`config.mk`:
```
export PLATFORM = sky130hd
export DESIGN_NAME = irq_prio_resolver
export DESIGN_NICKNAME = d
export VERILOG_FILES = /design/src/rtl/irq_prio_resolver.sv
export SDC_FILE = /design/constraint.sdc
export NUM_CORES = 1
export LEC_CHECK = 0
export BUFFER_PORTS_ARGS = -buffer_cell sky130_fd_sc_hd__buf_2
export CAP_MARGIN = 20
export CORE_AREA = 2 2 66 68
export DETAILED_ROUTE_END_ITERATION = 8
export DIE_AREA = 0 0 68 70
export SYNTH_ARGS = -nofsm -noshare
export SYNTH_HDL_FRONTEND = slang
export SYNTH_SLANG_ARGS = --single-unit
```
`constraint.sdc`:
```
create_clock -name clk -period 39.9 [get_ports clk]
set_input_delay 5.985 -clock clk [delete_from_list [all_inputs] [get_ports clk]]
set_output_delay 5.985 -clock clk [all_outputs]
set_load 0.05 [all_outputs]
```
`src/rtl/irq_prio_resolver.sv`:
```
module irq_prio_resolver #(
  parameter bit HAS_HI = 1'b1
) (
  input  logic       clk,
  input  logic       rst,
  input  logic [9:0] req_i,
  input  logic [7:0] en_i,
  input  logic [6:0] prio_lo_i,
  input  logic [6:0] prio_hi_i,
  output logic       grant_valid_o,
  output logic [3:0] grant_idx_o,
  output logic [1:0] grant_lvl_o
);
  localparam int NSRC = 10;
  localparam int NGRP = 7;
  localparam int IW   = $clog2(NSRC);

  function automatic int grp_of(input int s);
    if (s < 4)      return s;
    else if (s < 7) return 4;
    else if (s < 9) return 5;
    else            return 6;
  endfunction

  logic [NGRP-1:0] hi_eff;
  assign hi_eff = HAS_HI ? prio_hi_i : '0;

  logic          nx_valid;
  logic [IW-1:0] nx_idx;
  logic [1:0]    nx_lvl;

  always_comb begin
    nx_valid = 1'b0;
    nx_idx   = '0;
    nx_lvl   = '0;
    for (int s = NSRC - 1; s >= 0; s--) begin
      logic [1:0] l;
      l = {hi_eff[grp_of(s)], prio_lo_i[grp_of(s)]};
      if (req_i[s] && en_i[7] && en_i[grp_of(s)] && (!nx_valid || l >= nx_lvl)) begin
        nx_valid = 1'b1;
        nx_idx   = IW'(s);
        nx_lvl   = l;
      end
    end
  end

  always_ff @(posedge clk) begin
    if (rst) begin
      grant_valid_o <= 1'b0;
      grant_idx_o   <= '0;
      grant_lvl_o   <= '0;
    end else begin
      grant_valid_o <= nx_valid;
      grant_idx_o   <= nx_idx;
      grant_lvl_o   <= nx_lvl;
    end
  end
endmodule

```
# After elaboration in Yosys (flattened, before gate mapping)
# Cells that the tools add are included.
# W data, S select, Z words.
dict set report classes {
  n_lt_le_gt_ge 9
  mux 29
  n_reduce_logical 51
}
# op count
set op_table {}
lappend op_table {{$logic_and A1 B1 Y1} 29}
lappend op_table {{$mux W2} 12}
lappend op_table {{$ge A2 B2 Y1} 9}
lappend op_table {{$mux W3} 4}
lappend op_table {{$mux W1} 11}
lappend op_table {{$logic_not A1 Y1} 9}
lappend op_table {{$logic_or A1 B1 Y1} 9}
lappend op_table {{$reduce_or A9 Y1} 1}
lappend op_table {{$mux W4} 2}
lappend op_table {{$reduce_or A5 Y1} 1}
lappend op_table {{$reduce_or A3 Y1} 1}
lappend op_table {{$reduce_or A2 Y1} 1}
dict set report word_totals {
  register_bits 7
  input_bits 34
  out_inout_bits 7
  word_cells 95
}

# Longest topological paths before layout
# Gate-level depths: netlist (run 1).
dict set report depth {
  word_depth 39
  ltp_mapped 58
  ltp_nobuf 56
}

# Worst setup path before layout (run 1)
# Ideal clock, no wire load.
dict set report synth_path {
  path_type {input -> register}
  startpoint {input port en_i[7]}
  endpoint {register grant_idx_o[3]}
  t_arrival_ns 16.897
  required_time_ns 39.839
  slack_ns 22.941
  cell_stages 56
  cell_sequence {buf_2 clkbuf_1 and3_1 ha_1 nand2b_1 a211oi_1 nor2_1 a22oi_1 nor2_1 ha_1 nand2b_1 a211oi_1 nor2_1 a221o_1 ha_1 nand2b_1 a221o_1 and4_4 (+20 left out) ha_1 nand2b_1 a21o_1 o2111ai_2 nor2_1 a21oi_2 ha_1 nand2b_1 a221o_1 nand4_1 mux2_2 ha_1 nand2b_1 a21oi_1 a21oi_1 nor3_1 nand3_1 and4b_1}
}
dict set report synth_between {
  elab_chain_cells 39
  elab_cells_between_ends 77
  cone_classes {9 x order compare; 20 x mux; 48 x reduce/logical}
}
# item line_no
set synth_lines {}
lappend synth_lines {{start, declared} 7} ;# input logic [7:0] en_i,
lappend synth_lines {{$logic_and A1 B1 Y1 (2 in series)} 39} ;# if (req_i[s] && en_i[7] && en_i[grp_of(s)] && (!nx_valid || l >= nx_lvl)) begin
lappend synth_lines {{$mux W2 / $mux W1 (equally long branches)} 39}
lappend synth_lines {{$ge A2 B2 Y1 / $logic_not A1 Y1 (equally long branches)} 39}
lappend synth_lines {{$logic_or A1 B1 Y1} 39}
lappend synth_lines {{$logic_and A1 B1 Y1} 39}
lappend synth_lines {{$mux W2 / $mux W1 (equally long branches)} 39}
lappend synth_lines {{$ge A2 B2 Y1 / $logic_not A1 Y1 (equally long branches)} 39}
lappend synth_lines {{$logic_or A1 B1 Y1} 39}
lappend synth_lines {{(+22 left out)} -}
lappend synth_lines {{$ge A2 B2 Y1 / $logic_not A1 Y1 (equally long branches)} 39}
lappend synth_lines {{$logic_or A1 B1 Y1} 39}
lappend synth_lines {{$logic_and A1 B1 Y1} 39}
lappend synth_lines {{$mux W2 / $mux W1 (equally long branches)} 39}
lappend synth_lines {{$ge A2 B2 Y1 / $logic_not A1 Y1 (equally long branches)} 39}
lappend synth_lines {{$logic_or A1 B1 Y1} 39}
lappend synth_lines {{$logic_and A1 B1 Y1} 39}
lappend synth_lines {{$reduce_or A9 Y1 (no source line)} -}
lappend synth_lines {{end signal, assigned} 54} ;# grant_idx_o <= nx_idx;
lappend synth_lines {{end, declared} 11} ;# output logic [3:0] grant_idx_o,
# Parallel ways exist; a longest one is shown, timed or not.
# A chain may end at the register's enable or synchronous reset.

# Worst setup path in the final report (run 1)
dict set report layout_path {
  startpoint {input port en_i[6]}
  endpoint {register grant_idx_o[3]}
}
dict set report layout_between {
  elab_chain_cells 38
  elab_cells_between_ends 58
  cone_classes {9 x order compare; 20 x mux; 29 x reduce/logical}
}
# item line_no
set layout_lines {}
lappend layout_lines {{$logic_and A1 B1 Y1 (*)} 39}
lappend layout_lines {{$mux W2 / $mux W1 (equally long branches)} 39}
lappend layout_lines {{$ge A2 B2 Y1 / $logic_not A1 Y1 (equally long branches)} 39}
lappend layout_lines {{$logic_or A1 B1 Y1} 39}
lappend layout_lines {{$logic_and A1 B1 Y1} 39}
lappend layout_lines {{$mux W2 / $mux W1 (equally long branches)} 39}
lappend layout_lines {{$ge A2 B2 Y1 / $logic_not A1 Y1 (equally long branches)} 39}
lappend layout_lines {{$logic_or A1 B1 Y1} 39}
lappend layout_lines {{(+22 left out)} -}
lappend layout_lines {{$ge A2 B2 Y1 / $logic_not A1 Y1 (equally long branches)} 39}
lappend layout_lines {{$logic_or A1 B1 Y1} 39}
lappend layout_lines {{$logic_and A1 B1 Y1} 39}
lappend layout_lines {{$mux W2 / $mux W1 (equally long branches)} 39}
lappend layout_lines {{$ge A2 B2 Y1 / $logic_not A1 Y1 (equally long branches)} 39}
lappend layout_lines {{$logic_or A1 B1 Y1} 39}
lappend layout_lines {{$logic_and A1 B1 Y1} 39}
lappend layout_lines {{$reduce_or A9 Y1 (no source line)} -}
# Mark *: on every way between the ends. The rest lies on a longest branch, timed or not.

==> out/metrics.csv, run 1 <==
stage,metric,value,unit
sta,finalHoldViolations,0,
route,via_per_inst,5.16,
sta,finalWorstSetupSlack,22310,ps
logic_synthesis,synth-main-ff-cell,dfxtp_1,
sta,maxSlewViolCount,0,
die,core_area,4140,sq um
route,dr_total_vias,1284,
route,routedWlPerCell,11.4,um
route,drt_iter0_drc,61,
worst_setup_path,cp_slowest_stage_delay,450,ps
worst_setup_path,worstPathRequired,40060,ps
clock_tree,cts-buffers-inserted,3,
sta,hold_slack,5990,ps
run_status,status,completed,
layout,drive_gt1_share,26.9,%
clock_tree,cts_htree_levels,1,
die,start_util,28.6,%
worst_setup_path,critPathMaxFanout,8,
sta,setup_viol,0,
global_route,track_usage,12.2,%
logic_synthesis,syn_nets,207,
logic_synthesis,ys_ff_latch,7,
route,route.detailed.drc,0,
sta,min_period_over_period,44.1,%
job,max-cap-violations,0,
die,io_pins,41,
power,p_per_area,23.5,nW/um^2
worst_setup_path,cp.arrival,17750,ps
sta,slew_headroom,68.5,%
logic_synthesis,synth_top_cell_by_area,ha_1,
logic_synthesis,yosys_warnings,0,
power,vdd_ir_drop_max,0.00677,mV
sta,fin_setup_tns,0,ps
sta,max_freq,56.9,MHz
logic_synthesis,synth_top_area_share,18.0,%
die,fp-row-count,24,
logic_synthesis,synth_edf_count,0,
logic_synthesis,ys_types,49,
placed_design,dpl_worst_slack,22140,ps
global_route,antenna_found_initial,0,
route,wl,2.84,mm
logic_synthesis,seq_area_frac_synth,11.8,%
layout,instances_no_fill,249,
logic_synthesis,yosysMostFrequentCell,ha_1,
die,dieWidth,68,um
clock_tree,cts-root-buf,clkbuf_8,
placed_design,hpwl,2.48,mm
worst_setup_path,end_kind,flop,
logic_synthesis,netlist_area,1180,sq um
placed_design,placedCellCount,245,
layout,post-route-util,35.6,%
layout,nNetsFinal,249,
logic_synthesis,synth-async-reset-ratio,0,%
die,die_area,4760,sq um
layout,n_antenna_cell,0,
clock_tree,post_cts_resized,0,
logic_synthesis,synth_common_cells,"ha_1, nand2_1, nor2_1",
logic_synthesis,syn_inst,156,
power,leakagePower,0.726,nW
global_route,grt_max_degree,21,
sta,tightest_slew,470,ps
hold_path,hold_path_class,in -> reg,
clock_tree,cts_hold_buf,0,
worst_setup_path,crit_path_start_kind,input pin,
route,dr.pass1.iters,4,
die,chipHeight,70,um
clock_tree,cts_tree,done,
layout,area_growth,24.5,%
sta,grt_setup_unrepaired,no,
clock_tree,clk_pin_slew,40,ps
logic_synthesis,syn_area_per_cell,7.59,sq um
sta,finalCriticalPeriod,17590,ps
route,postRouteAntennaNets,0,
worst_setup_path,critPathKind,in -> reg,
layout,fillers,456,
clock_tree,cts_buffer_depth,2,
global_route,grt_pass1_wl,4.82,mm
placed_design,buffer_ports.inserted,40,
global_route,grt_pass1_vias,1204,
global_route,grt-ovfl-total,0,
clock_tree,cts_post_setup_buffers_inserted,0,
logic_synthesis,synth_area_leaders,"ha_1, dfxtp_1, nand2_1",
clock_tree,clock-sinks,7,
placed_design,gp_congestion,0.877,
worst_setup_path,cpMaxStageDelayCell,a211oi_1,
[routing by layer]
metal / share of wire, % / global-route usage, %
met4: 0 / 1.33
met5: 0 / 0
met2: 45 / 20.5
met3: 6.6 / 1.29
met1: 48 / 17.2
[sequential cells by signal (all words and copies together) (netlist names)]
| signal | flops |
|---|---|
| grant_lvl_o | 2 |
| grant_idx_o | 4 |
| grant_valid_o | 1 |
[placed cells by master, fill, tap and decap left out, types with 2 or more instances in the layout]
cell type  instances
and2_1             4
nand4_1            2
nand2_1           15
o21a_1             2
a211oi_1           4
inv_1              9
a21o_1             3
buf_2             40
nand3_1            9
nand2b_1           9
a221o_1            5
a21oi_1            9
o211a_1            2
nor2_1            11
ha_1              17
o21ai_1            4
a31oi_1            3
mux2_2             2
and3_1             7
dfxtp_1            7
clkbuf_8           3
nor3_1             3
[path summary, 6_finish.rpt]
| path | startpoint | end | slack [ps] | cells past startpoint |
|---|---|---|---|---|
| worst min-delay path | rst | grant_valid_o$_SDFF_PP0_ | 5990 | 2 |
| worst max-delay path | en_i[6] | grant_idx_o[3]$_SDFF_PP0_ | 22310 | 55 |
[metrics by stage]
step | total power [W] | cell area (sq um)
floorplan | 0.0000203 | 1180
CTS | 0.0000349 | 1470
global route | 0.0000376 | 1470
global placement | 0.0000251 | 1430
detailed placement | 0.0000253 | 1430
finish | 0.0000346 | 1470
[logic make-up (layout without fill, tap and decap cells)]
kind of cell,count (synthesis),count (layout),synth area share (%)
and+or+nand+nor,70,70,31.7
muxes,4,4,4.02
adders and majority gates,17,17,18.0
DFF,7,7,11.8
AOI/OAI and AO/OA,46,46,29.9
buffers and inverters,12,53,4.54
[power breakdown]
group | internal (W) | switching (W) | total [W] | leakage (nW)
clock | 0.00000687 | 0.00000257 | 0.00000944 | 0.0228
combinational | 0.00000724 | 0.0000101 | 0.0000173 | 0.645
sequential | 0.00000768 | 0.000000113 | 0.00000780 | 0.0578
total | 0.0000218 | 0.0000128 | 0.0000346 | 0.726
[critical path: cells and delay by family]
kind            cells  cell delay, ps
compound gates     17            4570
fa+ha+maj           9            2300
buf+inv             3             260
mux                 4            1230
simple gates       22            3440
[area by class of cell]
class	instances	area (sq um)	share of cell area [%]
clock buffer	4	45.0	3.06
inverter	9	33.8	2.29
multi-input combinational	137	990	67.1
sequential	7	140	9.51
tap	52	65.1	4.41
timing repair buffer	40	200	13.6
Power figures use the tool's default switching activity.
==> inputs of run 2 (changes only) <==
- clock period: 39.9 -> 15.3 ns (I/O delays scaled with it)
==> out/metrics.csv, run 2 (synthesis gave the netlist of run 1 again) <==
stage,metric,value,unit,change
route,route.detailed.drc,0,,unchanged
power,vdd_ir_drop_max,0.0165,mV,+140%
route,dr_total_vias,1276,,-0.62%
layout,n_antenna_cell,0,,unchanged
global_route,track_usage,12.9,%,+0.67 points
worst_setup_path,crit_path_start_kind,input pin,,
hold_path,holdPathStages,2,,unchanged
clock_tree,cts_buffer_depth,2,,unchanged
sta,max_freq,72.4,MHz,
worst_setup_path,cp.arrival,13970,ps,-3780 ps
clock_tree,post_cts_resized,0,,unchanged
placed_design,gp_congestion,0.841,,-4.2%
worst_setup_path,cp_slowest_stage_delay,420,ps,-30 ps
layout,area_growth,24.5,%,unchanged
sta,tightest_slew,462,ps,-7.80 ps
global_route,antenna_found_initial,0,,unchanged
route,via_per_inst,5.12,,-0.62%
route,dr.pass1.iters,4,,unchanged
worst_setup_path,critPathBufInv,3,,unchanged
route,routedWlPerCell,11.9,um,+4.6%
layout,top_register,grant_idx_o,,
power,combPwrFrac,50.0,%,about the same
worst_setup_path,cpMaxStageDelayCell,a211oi_1,,
run_status,status,completed,,
die,fp-row-count,24,,unchanged
sta,min_period_over_period,90.3,%,
die,dieWidth,68,um,unchanged
route,postRouteAntennaNets,0,,unchanged
route,wl,2.97,mm,+4.6%
sta,finalCriticalPeriod,13810,ps,
die,start_util,28.6,%,unchanged
die,io_pins,41,,unchanged
clock_tree,cts_htree_levels,1,,unchanged
sta,finalHoldViolations,0,,unchanged
sta,setup_viol,0,,unchanged
hold_path,min_to,grant_valid_o$_SDFF_PP0_,,
worst_setup_path,critPathKind,in -> reg,,
layout,nNetsFinal,249,,unchanged
power,leakagePower,0.726,nW,unchanged
power,intPower,0.0000570,W,+160%
layout,layout_common_cells,"buf_2, ha_1, nand2_1, nor2_1",,
global_route,grt_max_degree,21,,unchanged
global_route,grt_pass1_wl,4.93,mm,+2.3%
clock_tree,cts-root-buf,clkbuf_8,,
power,switchingPower,0.0000340,W,+170%
sta,grt_setup_unrepaired,no,,
sta,fin_setup_tns,0,ps,unchanged
power,clkPwrFrac,27.6,%,+0.3 points
layout,final_common_cell,buf_2,,
placed_design,place_area,1430,sq um,unchanged
hold_path,holdCritStartpoint,rst,,
power,p_per_area,61.7,nW/um^2,+160%
job,max-cap-violations,0,,unchanged
power,p_sw_share,37.4,%,+0.44 points
clock_tree,cts_hold_buf,0,,unchanged
global_route,grt-ovfl-total,0,,unchanged
worst_setup_path,worstPathRequired,15460,ps,-24600 ps
die,core_area,4140,sq um,unchanged
worst_setup_path,cpLargestDelayFamily,compound AO/OA/AOI/OAI gates,,
clock_tree,cts_post_setup_buffers_inserted,0,,unchanged
layout,drive_gt1_share,26.9,%,unchanged
power,share_seq_of_total_power,22.3,%,-0.3 points
clock_tree,cts_tree,done,,
die,chipHeight,70,um,unchanged
die,die_area,4760,sq um,unchanged
clock_tree,clock-sinks,7,,unchanged
worst_setup_path,critPathMaxFanout,8,,unchanged
route,drt_iter0_drc,62,,+1.6%
placed_design,hpwl,2.53,mm,+2.3%
sta,slew_headroom,69.1,%,+0.64 points
sta,maxSlewViolCount,0,,unchanged
placed_design,buffer_ports.inserted,40,,unchanged
layout,fin_area,1470,sq um,unchanged
global_route,grt_pass1_vias,1148,,-4.7%
layout,biggestRegsByFlops,"grant_idx_o (4), grant_lvl_o (2), grant_valid_o (1)",,
clock_tree,cts-buffers-inserted,3,,unchanged
hold_path,hold_path_class,in -> reg,,
worst_setup_path,end_kind,flop,,
layout,largest_register_ff_count,4,,unchanged
clock_tree,clk_pin_slew,40,ps,about the same
-- run 2: worst max-delay path by stage --
stage / from / end / slack (ps) / cells past startpoint
after detailed placement: en_i[6] / grant_idx_o[3]$_SDFF_PP0_ / 1250 / 56
after global routing: en_i[6] / grant_idx_o[3]$_SDFF_PP0_ / 490 / 55
final: en_i[6] / grant_idx_o[3]$_SDFF_PP0_ / 1490 / 56
after floorplan: en_i[7] / grant_idx_o[3]$_SDFF_PP0_ / 2030 / 56
after global placement: en_i[6] / grant_idx_o[3]$_SDFF_PP0_ / 1430 / 56
after CTS: en_i[6] / grant_idx_o[3]$_SDFF_PP0_ / 1470 / 56
-- run 2: final cells by class --
| type | instances | area, sq um |
|---|---|---|
| Fill cell | 452 | 2670 |
| Multi-Input combinational cell | 137 | 990 |
| Timing Repair Buffer | 40 | 200 |
| Sequential cell | 7 | 140 |
| Tap cell | 52 | 65.1 |
| Clock buffer | 4 | 45.0 |
| Inverter | 9 | 33.8 |
-- run 2: power by group through the flow --
stage	Combinational [W]	Clock [W]	Sequential, W
floorplan	0.0000262	0	0.0000268
global placement	0.0000448	0	0.0000206
detailed placement	0.0000453	0	0.0000206
CTS	0.0000456	0.0000259	0.0000203
global route	0.0000512	0.0000278	0.0000205
finish	0.0000455	0.0000251	0.0000203
-- run 2: routing by layer --
| layer | wire (um) | vias up | share of wire [%] | GRT usage [%] |
|---|---|---|---|---|
| met5 | 0 | - | 0 | 0 |
| met4 | 41 | 0 | 1.4 | 4.44 |
| met3 | 177 | 5 | 6.0 | 1.13 |
| met2 | 1300 | 42 | 44 | 19.4 |
| met1 | 1450 | 556 | 49 | 18.9 |
| li1 | - | 673 | - | - |
-- run 2: per-stage QoR --
| step | hold slack, ps | util, % | cells | total power (W) | setup slack, ps |
|---|---|---|---|---|---|
| finish | 2310 | 35.6 | 249 | 0.0000910 | 1490 |
| global route | 2310 | 35.6 | 249 | 0.0000995 | 491 |
| CTS | 2300 | 35.6 | 249 | 0.0000918 | 1470 |
| detailed placement | 2530 | 34.5 | 245 | 0.0000660 | 1250 |
| global placement | 2540 | 34.5 | 245 | 0.0000654 | 1430 |
| floorplan | 2360 | - | 156 | 0.0000530 | 2030 |
